<file path="config.mk">
export PLATFORM = sky130hd
export DESIGN_NAME = flash_seq
export DESIGN_NICKNAME = d
export VERILOG_FILES = /design/src/rtl/flash_seq_pkg.sv /design/src/rtl/flash_cmd_gen.sv /design/src/rtl/flash_status_eval.sv /design/src/rtl/flash_poll_timer.sv /design/src/rtl/flash_seq.sv
export SDC_FILE = /design/constraint.sdc
export NUM_CORES = 1
export LEC_CHECK = 0
export CORE_ASPECT_RATIO = 1.5
export CORE_UTILIZATION = 35
export DETAILED_ROUTE_END_ITERATION = 7
export GPL_TIMING_DRIVEN = 0
export SYNTH_ARGS = -nofsm -noshare
export SYNTH_HDL_FRONTEND = slang
export SYNTH_SLANG_ARGS = --single-unit
</file>
<file path="constraint.sdc">
create_clock -name clk -period 5 [get_ports clk]
set_input_delay 0.5 -clock clk [delete_from_list [all_inputs] [get_ports clk]]
set_output_delay 0.5 -clock clk [all_outputs]
set_load 0.05 [all_outputs]
</file>
<file path="src/rtl/flash_seq_pkg.sv">
package flash_seq_pkg;

    typedef enum logic {
        OP_ERASE = 1'b0,
        OP_PROG  = 1'b1
    } op_e;

    typedef enum logic [1:0] {
        ERR_NONE   = 2'd0,
        ERR_CYCLE  = 2'd1,
        ERR_DEVICE = 2'd2
    } err_e;

    typedef enum logic [3:0] {
        S_IDLE,
        S_WAIT,
        S_CMD,
        S_EREF,
        S_EPOLL,
        S_ECHK1,
        S_ECHK2,
        S_PPOLL,
        S_PCHK,
        S_EXIT,
        S_DONE
    } state_e;

    typedef struct packed {
        logic [11:0] word_addr;
        logic [7:0]  value;
        logic        at_target;
        logic        use_data;
        logic        final_step;
    } cmd_t;

    localparam logic [7:0]  CMD_RESET   = 8'hF0;
    localparam logic [7:0]  UNLOCK_1    = 8'hAA;
    localparam logic [7:0]  UNLOCK_2    = 8'h55;
    localparam logic [7:0]  CMD_ESETUP  = 8'h80;
    localparam logic [7:0]  CMD_SECTOR  = 8'h30;
    localparam logic [7:0]  CMD_PROGRAM = 8'hA0;
    localparam logic [11:0] WADDR_1     = 12'h555;
    localparam logic [11:0] WADDR_2     = 12'h2AA;

    localparam logic [7:0]  MASK_TOGGLE = 8'h40;
    localparam logic [7:0]  MASK_DPOLL  = 8'h80;
    localparam logic [7:0]  MASK_DEVTO  = 8'h20;

    function automatic cmd_t mk_cmd(logic [11:0] a, logic [7:0] v,
                                    logic tgt, logic dat, logic fin);
        cmd_t c;
        c.word_addr  = a;
        c.value      = v;
        c.at_target  = tgt;
        c.use_data   = dat;
        c.final_step = fin;
        return c;
    endfunction

    // Command step table for both operations.
    function automatic cmd_t seq_step(op_e op, logic [2:0] idx);
        cmd_t c;
        case (idx)
            3'd0: c = mk_cmd(12'h000, CMD_RESET, 1'b0, 1'b0, 1'b0);
            3'd1: c = mk_cmd(WADDR_1, UNLOCK_1, 1'b0, 1'b0, 1'b0);
            3'd2: c = mk_cmd(WADDR_2, UNLOCK_2, 1'b0, 1'b0, 1'b0);
            3'd3: c = (op == OP_ERASE) ? mk_cmd(WADDR_1, CMD_ESETUP,  1'b0, 1'b0, 1'b0)
                                       : mk_cmd(WADDR_1, CMD_PROGRAM, 1'b0, 1'b0, 1'b0);
            3'd4: c = (op == OP_ERASE) ? mk_cmd(WADDR_1, UNLOCK_1, 1'b0, 1'b0, 1'b0)
                                       : mk_cmd(12'h000, 8'h00, 1'b1, 1'b1, 1'b1);
            3'd5: c = mk_cmd(WADDR_2, UNLOCK_2, 1'b0, 1'b0, 1'b0);
            3'd6: c = mk_cmd(12'h000, CMD_SECTOR, 1'b1, 1'b0, 1'b1);
            default: c = mk_cmd(12'h000, CMD_RESET, 1'b0, 1'b0, 1'b1);
        endcase
        return c;
    endfunction

endpackage

</file>
<file path="src/rtl/flash_cmd_gen.sv">
module flash_cmd_gen
    import flash_seq_pkg::*;
#(
    parameter int AW        = 24,
    parameter int CMD_SHIFT = 1
) (
    input  op_e           op,
    input  logic [2:0]    step,
    input  logic [AW-1:0] target,
    input  logic [7:0]    payload,
    output logic [AW-1:0] addr,
    output logic [7:0]    wdata,
    output logic          final_step
);
    cmd_t          c;
    logic [AW-1:0] cmd_addr;

    assign c = seq_step(op, step);

    generate
        if (CMD_SHIFT == 0) begin : g_noshift
            assign cmd_addr = AW'(c.word_addr);
        end else begin : g_shift
            assign cmd_addr = AW'(c.word_addr) << CMD_SHIFT;
        end
    endgenerate

    assign addr       = c.at_target ? target  : cmd_addr;
    assign wdata      = c.use_data  ? payload : c.value;
    assign final_step = c.final_step;
endmodule

</file>
<file path="src/rtl/flash_status_eval.sv">
module flash_status_eval
    import flash_seq_pkg::*;
(
    input  op_e        op,
    input  logic [7:0] cur,
    input  logic [7:0] ref_val,
    output logic       finished,
    output logic       dev_flag
);
    logic [7:0] diff;
    logic [7:0] mask;

    assign diff     = cur ^ ref_val;
    assign mask     = (op == OP_ERASE) ? MASK_TOGGLE : MASK_DPOLL;
    assign finished = ~|(diff & mask);
    assign dev_flag = |(cur & MASK_DEVTO);
endmodule

</file>
<file path="src/rtl/flash_poll_timer.sv">
module flash_poll_timer #(
    parameter int TW = 32
) (
    input  logic          clk,
    input  logic          rst,
    input  logic          clr,
    input  logic          inc,
    input  logic [TW-1:0] limit,
    output logic          last
);
    logic [TW-1:0] cnt_q;

    always_ff @(posedge clk) begin
        if (rst || clr) begin
            cnt_q <= '0;
        end else if (inc && (cnt_q != '1)) begin
            cnt_q <= cnt_q + TW'(1);
        end
    end

    assign last = ({1'b0, cnt_q} + (TW+1)'(1)) >= {1'b0, limit};
endmodule

</file>
<file path="src/rtl/flash_seq.sv">
module flash_seq
    import flash_seq_pkg::*;
#(
    parameter int AW        = 24,
    parameter int LW        = 16,
    parameter int TW        = 32,
    parameter int CMD_SHIFT = 1
) (
    input  logic          clk,
    input  logic          rst,
    input  logic          start,
    input  logic          op,
    input  logic [AW-1:0] base_off,
    input  logic [LW-1:0] length,
    input  logic [TW-1:0] erase_limit,
    input  logic [TW-1:0] write_limit,
    input  logic [7:0]    wr_data,
    input  logic          wr_valid,
    output logic          wr_ready,
    output logic [AW-1:0] fl_addr,
    output logic [7:0]    fl_wdata,
    output logic          fl_we,
    output logic          fl_re,
    input  logic [7:0]    fl_rdata,
    output logic          busy,
    output logic          done,
    output logic [1:0]    err
);
    state_e        state_q;
    op_e           op_q;
    logic [AW-1:0] off_q;
    logic [LW-1:0] rem_q;
    logic [2:0]    step_q;
    logic [7:0]    data_q;
    logic [7:0]    prev_q;
    err_e          err_q;

    logic [2:0]    step_sel;
    logic [AW-1:0] gen_addr;
    logic [7:0]    gen_wdata;
    logic          gen_final;
    logic [7:0]    ref_val;
    logic          finished;
    logic          dev_flag;
    logic          limit_hit;
    logic          tmr_clr;
    logic          tmr_inc;
    logic [TW-1:0] limit_sel;
    logic          last_byte;

    assign step_sel = (state_q == S_EXIT) ? 3'd0 : step_q;

    flash_cmd_gen #(.AW(AW), .CMD_SHIFT(CMD_SHIFT)) u_cmd (
        .op         (op_q),
        .step       (step_sel),
        .target     (off_q),
        .payload    (data_q),
        .addr       (gen_addr),
        .wdata      (gen_wdata),
        .final_step (gen_final)
    );

    assign ref_val = (op_q == OP_ERASE) ? prev_q : data_q;

    flash_status_eval u_eval (
        .op       (op_q),
        .cur      (fl_rdata),
        .ref_val  (ref_val),
        .finished (finished),
        .dev_flag (dev_flag)
    );

    assign tmr_clr   = (state_q == S_CMD) && gen_final;
    assign tmr_inc   = (state_q == S_EPOLL) || (state_q == S_PPOLL);
    assign limit_sel = (op_q == OP_ERASE) ? erase_limit : write_limit;

    flash_poll_timer #(.TW(TW)) u_tmr (
        .clk   (clk),
        .rst   (rst),
        .clr   (tmr_clr),
        .inc   (tmr_inc),
        .limit (limit_sel),
        .last  (limit_hit)
    );

    assign last_byte = (rem_q == LW'(1));

    always_ff @(posedge clk) begin
        if (rst) begin
            state_q <= S_IDLE;
            op_q    <= OP_ERASE;
            off_q   <= '0;
            rem_q   <= '0;
            step_q  <= '0;
            data_q  <= '0;
            prev_q  <= '0;
            err_q   <= ERR_NONE;
        end else begin
            case (state_q)
                S_IDLE: begin
                    if (start) begin
                        op_q   <= op_e'(op);
                        off_q  <= base_off;
                        rem_q  <= length;
                        step_q <= '0;
                        err_q  <= ERR_NONE;
                        if (op_e'(op) == OP_ERASE) begin
                            state_q <= S_CMD;
                        end else if (length == '0) begin
                            state_q <= S_EXIT;
                        end else begin
                            state_q <= S_WAIT;
                        end
                    end
                end
                S_WAIT: begin
                    if (wr_valid) begin
                        data_q  <= wr_data;
                        step_q  <= '0;
                        state_q <= S_CMD;
                    end
                end
                S_CMD: begin
                    if (gen_final) begin
                        state_q <= (op_q == OP_ERASE) ? S_EREF : S_PPOLL;
                    end else begin
                        step_q <= step_q + 3'd1;
                    end
                end
                S_EREF: begin
                    prev_q  <= fl_rdata;
                    state_q <= S_EPOLL;
                end
                S_EPOLL: begin
                    if (finished) begin
                        state_q <= S_EXIT;
                    end else if (dev_flag) begin
                        state_q <= S_ECHK1;
                    end else if (limit_hit) begin
                        err_q   <= ERR_CYCLE;
                        state_q <= S_DONE;
                    end else begin
                        prev_q <= fl_rdata;
                    end
                end
                S_ECHK1: begin
                    prev_q  <= fl_rdata;
                    state_q <= S_ECHK2;
                end
                S_ECHK2: begin
                    if (finished) begin
                        state_q <= S_EXIT;
                    end else begin
                        err_q   <= ERR_DEVICE;
                        state_q <= S_DONE;
                    end
                end
                S_PPOLL: begin
                    if (finished) begin
                        if (last_byte) begin
                            state_q <= S_EXIT;
                        end else begin
                            rem_q   <= rem_q - LW'(1);
                            off_q   <= off_q + AW'(1);
                            state_q <= S_WAIT;
                        end
                    end else if (dev_flag) begin
                        state_q <= S_PCHK;
                    end else if (limit_hit) begin
                        err_q   <= ERR_CYCLE;
                        state_q <= S_DONE;
                    end
                end
                S_PCHK: begin
                    if (finished) begin
                        if (last_byte) begin
                            state_q <= S_EXIT;
                        end else begin
                            rem_q   <= rem_q - LW'(1);
                            off_q   <= off_q + AW'(1);
                            state_q <= S_WAIT;
                        end
                    end else begin
                        err_q   <= ERR_DEVICE;
                        state_q <= S_DONE;
                    end
                end
                S_EXIT: begin
                    state_q <= S_DONE;
                end
                S_DONE: begin
                    state_q <= S_IDLE;
                end
                default: begin
                    state_q <= S_IDLE;
                end
            endcase
        end
    end

    always_comb begin
        fl_we = (state_q == S_CMD) || (state_q == S_EXIT);
        fl_re = (state_q == S_EREF)  || (state_q == S_EPOLL) ||
                (state_q == S_ECHK1) || (state_q == S_ECHK2) ||
                (state_q == S_PPOLL) || (state_q == S_PCHK);
        if (fl_we) begin
            fl_addr  = gen_addr;
            fl_wdata = gen_wdata;
        end else if (fl_re) begin
            fl_addr  = off_q;
            fl_wdata = '0;
        end else begin
            fl_addr  = '0;
            fl_wdata = '0;
        end
    end

    assign wr_ready = (state_q == S_WAIT);
    assign busy     = (state_q != S_IDLE);
    assign done     = (state_q == S_DONE);
    assign err      = err_q;

    AST_BUS_EXCLUSIVE: assert property (@(posedge clk) disable iff (rst)
        !(fl_we && fl_re));
    AST_DONE_IN_BUSY: assert property (@(posedge clk) disable iff (rst)
        done |-> busy);
    AST_DONE_SINGLE: assert property (@(posedge clk) disable iff (rst)
        done |=> !done && !busy);
    AST_EXIT_BEFORE_OK: assert property (@(posedge clk) disable iff (rst)
        (done && err == 2'(ERR_NONE)) |->
        $past(fl_we && fl_addr == '0 && fl_wdata == CMD_RESET));
    AST_NO_EXIT_ON_ERR: assert property (@(posedge clk) disable iff (rst)
        (done && err != 2'(ERR_NONE)) |-> $past(fl_re));
    AST_READY_QUIET_BUS: assert property (@(posedge clk) disable iff (rst)
        wr_ready |-> (!fl_we && !fl_re));
    AST_IDLE_QUIET: assert property (@(posedge clk) disable iff (rst)
        !busy |-> (!fl_we && !fl_re && !wr_ready));
    AST_CYCLE_ERR_ON_READ: assert property (@(posedge clk) disable iff (rst)
        (done && err == 2'(ERR_CYCLE)) |-> $past(fl_re));
endmodule

</file>
==> results.yml, run 1 <==
grt:
  grt_pass1_wl_um: 37000
  grt_max_degree: 15
  antenna_found_initial: 0
  grt_usage: 0.227
  grt_overflow: 0
  grt_pass1_vias: 7136
detailed_routing:
  drcViolationCount: 0
  dr_wl_met2_um: 12200
  drt_iter0_markers: 405
  wl_met1_um: 9000
  topRoutingLayerUsed: "met4"
  routedWlPerCell_um: 17.0
  dr.pass1.iters: 4
  wirelength_um: 23400
  wl_met3_um: 1280
  via_per_inst: 5.37
  via_count: 7372
  postRouteAntennaNets: 0
placement:
  dp_hpwl_um: 18200
  gp_congestion: 0.903
  port_buffers: 157
  placed_cells: 1357
  preCtsSetupSlack_ps: 508
layout:
  drive_above_1_share: 0.0585
  nFillCells: 2015
  syn_to_final_growth_pct: 31.6
  final_cells: 1372
  num_antenna_cells: 0
  layout_commonest_cell: "clkdlybuf4s50_1"
  layout.nets: 1270
  layout_common_cells: "clkdlybuf4s50_1 (157), nor2_1 (132), nand2_1 (108)"
floorplan:
  dieArea_um2: 20700
  ios: 164
  dieHeight_um: 176
  start_util: 0.357
  num_rows: 63
  core_um2: 19700
  die_width_um: 118
synth:
  synth-edff-count: 0
  synth_area_um2: 7040
  synth.avg_cell_area_um2: 7.49
  ys.flop_type: "dfxtp_1"
  yosys_warnings: 0
  ys_ff_latch: 91
  yosysSeqAreaShare: 0.259
  syn-num-nets: 1102
  synthDistinctLibCells: 70
  syn_inst: 940
  async_flop_share: 0
pwr:
  p_seq_frac: 0.323
  total_power_w: 0.00279
  power_frac_comb: 0.401
  p_int_w: 0.00172
  clkPwrFrac: 0.275
  p_leak_nw: 3.46
  p_switching_w: 0.00107
  ir_drop_mv: 0.176
  swShare: 0.384
  power_density_nw_per_um2: 301
worst_hold_path:
  whs_endpoint: "prev_q[6]"
  hp-start: "prev_q[6]"
  min_path_type: "reg2reg"
  hold_depth: 2
timing:
  clock_skew_ps: 9.86
  finalCriticalPeriod_ps: 4400
  rsz0062_at_grt: "false"
  fin_crit_sh: 0.879
  tns_ps: 0
  report.final.slew_viol_count: 0
  finalSetupViolCount: 0
  hold_viol: 0
  relSlewSlack: 0.316
  worst_slack_ps: 604
  clock.fmax_ghz: 0.228
  worst_pin_slew_ps: 1030
worst_setup_path:
  crit_arrival_ps: 4680
  worstPathMaxFanout: 10
  cp-start-kind: "register"
  setup.worst_path.class: "reg2reg"
  endpoint_kind: "register"
  rr_worst_depth: 11
  crit_required_ps: 5280
  rr_startpoint: "op_q"
  r2r-end: "state_q[0]"
  reg2reg_slack_ps: 600
run_status:
  status: "finished, final reports clean"
cts:
  cts_root_buffer: "clkbuf_16"
  cts_max_path_buffers: 2
  cts_resized: 0
  cts_sinks: 91
  clk_transition_reported_paths_ps: 70
  post_cts_buffers: 0
  cts_tree: "done"
  cts_inserted_buffers: 9
  cts_max_level: 3
  postCtsHoldBufs: 0
  insertion_delay_ps: 360
job:
  cap_violations: 0
-- Yosys cell counts (16+ instances only) --
master,count,area share
clkbuf_1,30,0.016
nand3_1,34,0.024
a211oi_1,16,0.017
nor2b_1,23,0.020
nor3_1,28,0.020
dfxtp_1,91,0.26
nand2_1,108,0.058
nor2_1,132,0.070
o21ai_0,61,0.043
a21oi_1,67,0.048
xor2_1,27,0.034
mux2i_1,43,0.061
ha_1,37,0.066
xnor2_1,33,0.041
-- critical path: stages, from the launching register on --
cell and delay, ps:
dfxtp_1 440, buf_1 520, clkbuf_1 830, mux2i_1 290, ha_1 270, nand4_1 110, nor2_1 60, a2111oi_0 660
o22ai_1 240, or3_1 460, o31a_1 290, o2bb2ai_1 150
-- kinds of logic (layout without fill, tap and decap cells) --
logic type               Yosys count  count (layout)  share of synthesized area
buffers and inverters             63             235                     0.0432
XOR/XNOR                          60              60                     0.0746
multiplexers                      46              46                     0.0659
AO/OA/AOI/OAI                    232             232                      0.211
flip-flops                        91              91                      0.259
adder cells (fa/ha/maj)           37              37                     0.0657
AND/OR/NAND/NOR                  411             411                      0.281
-- power by group through the flow --
stage	clock network [W]	logic (W)	registers, W
after floorplan	0	0.000754	0.000893
after detailed placement	0	0.00111	0.000916
after CTS	0.000783	0.00112	0.000899
after global routing	0.000809	0.00121	0.000914
after global placement	0	0.00111	0.000915
final	0.000769	0.00112	0.000902
-- how the worst max path moves through the flow --
stage,start,to,slack (ps)
floorplan,u_tmr.cnt_q[0],err[1],1620
global placement,op_q,state_q[0],510
detailed placement,op_q,state_q[0],510
CTS,op_q,state_q[0],480
global route,u_tmr.cnt_q[0],prev_q[6],350
finish,op_q,state_q[0],600
-- flip-flops by register name, summed over array words and instances, names as in the netlist --
| name | flops |
|---|---|
| state_q | 4 |
| rem_q | 16 |
| u_tmr.cnt_q | 32 |
| step_q | 3 |
| prev_q | 1 |
| err | 2 |
| data_q | 8 |
| off_q | 24 |
| op_q | 1 |
-- routing by layer --
layer / GRT usage / vias to the layer above
met2: 0.429 / 268
li1: - / 3698
met1: 0.238 / 3352
met3: 0.0393 / 54
met5: 0 / -
met4: 0.112 / 0
-- layout make-up --
type                       instances  area, um2  area share
multi-input combinational        786       4920       0.531
inverter                          13       48.8     0.00527
sequential                        91       1820       0.197
clock inverter                     4       73.8     0.00797
clock buffer                      11        253      0.0273
timing repair buffer             157       1570       0.170
tap                              260        325      0.0351
buffer                            50        255      0.0275
-- per-stage QoR --
stage	util	area [um2]	hold slack (ps)
2_1_floorplan	-	7040	456
3_3_place_gp	0.454	8940	474
3_5_place_dp	0.454	8940	489
4_1_cts	0.470	9270	503
5_1_grt	0.470	9270	518
6_report	0.470	9270	498
Power figures use the tool's default switching activity.
==> run 2: changes to the inputs <==
--- a/config.mk
+++ b/config.mk
@@ -8,6 +8,7 @@
 export CORE_ASPECT_RATIO = 1.5
 export CORE_UTILIZATION = 35
 export DETAILED_ROUTE_END_ITERATION = 7
+export GPL_ROUTABILITY_DRIVEN = 0
 export GPL_TIMING_DRIVEN = 0
 export SYNTH_ARGS = -nofsm -noshare
 export SYNTH_HDL_FRONTEND = slang
==> results of run 2 <==
No change in the layout: final DEF, timing and power equal those of run 1.
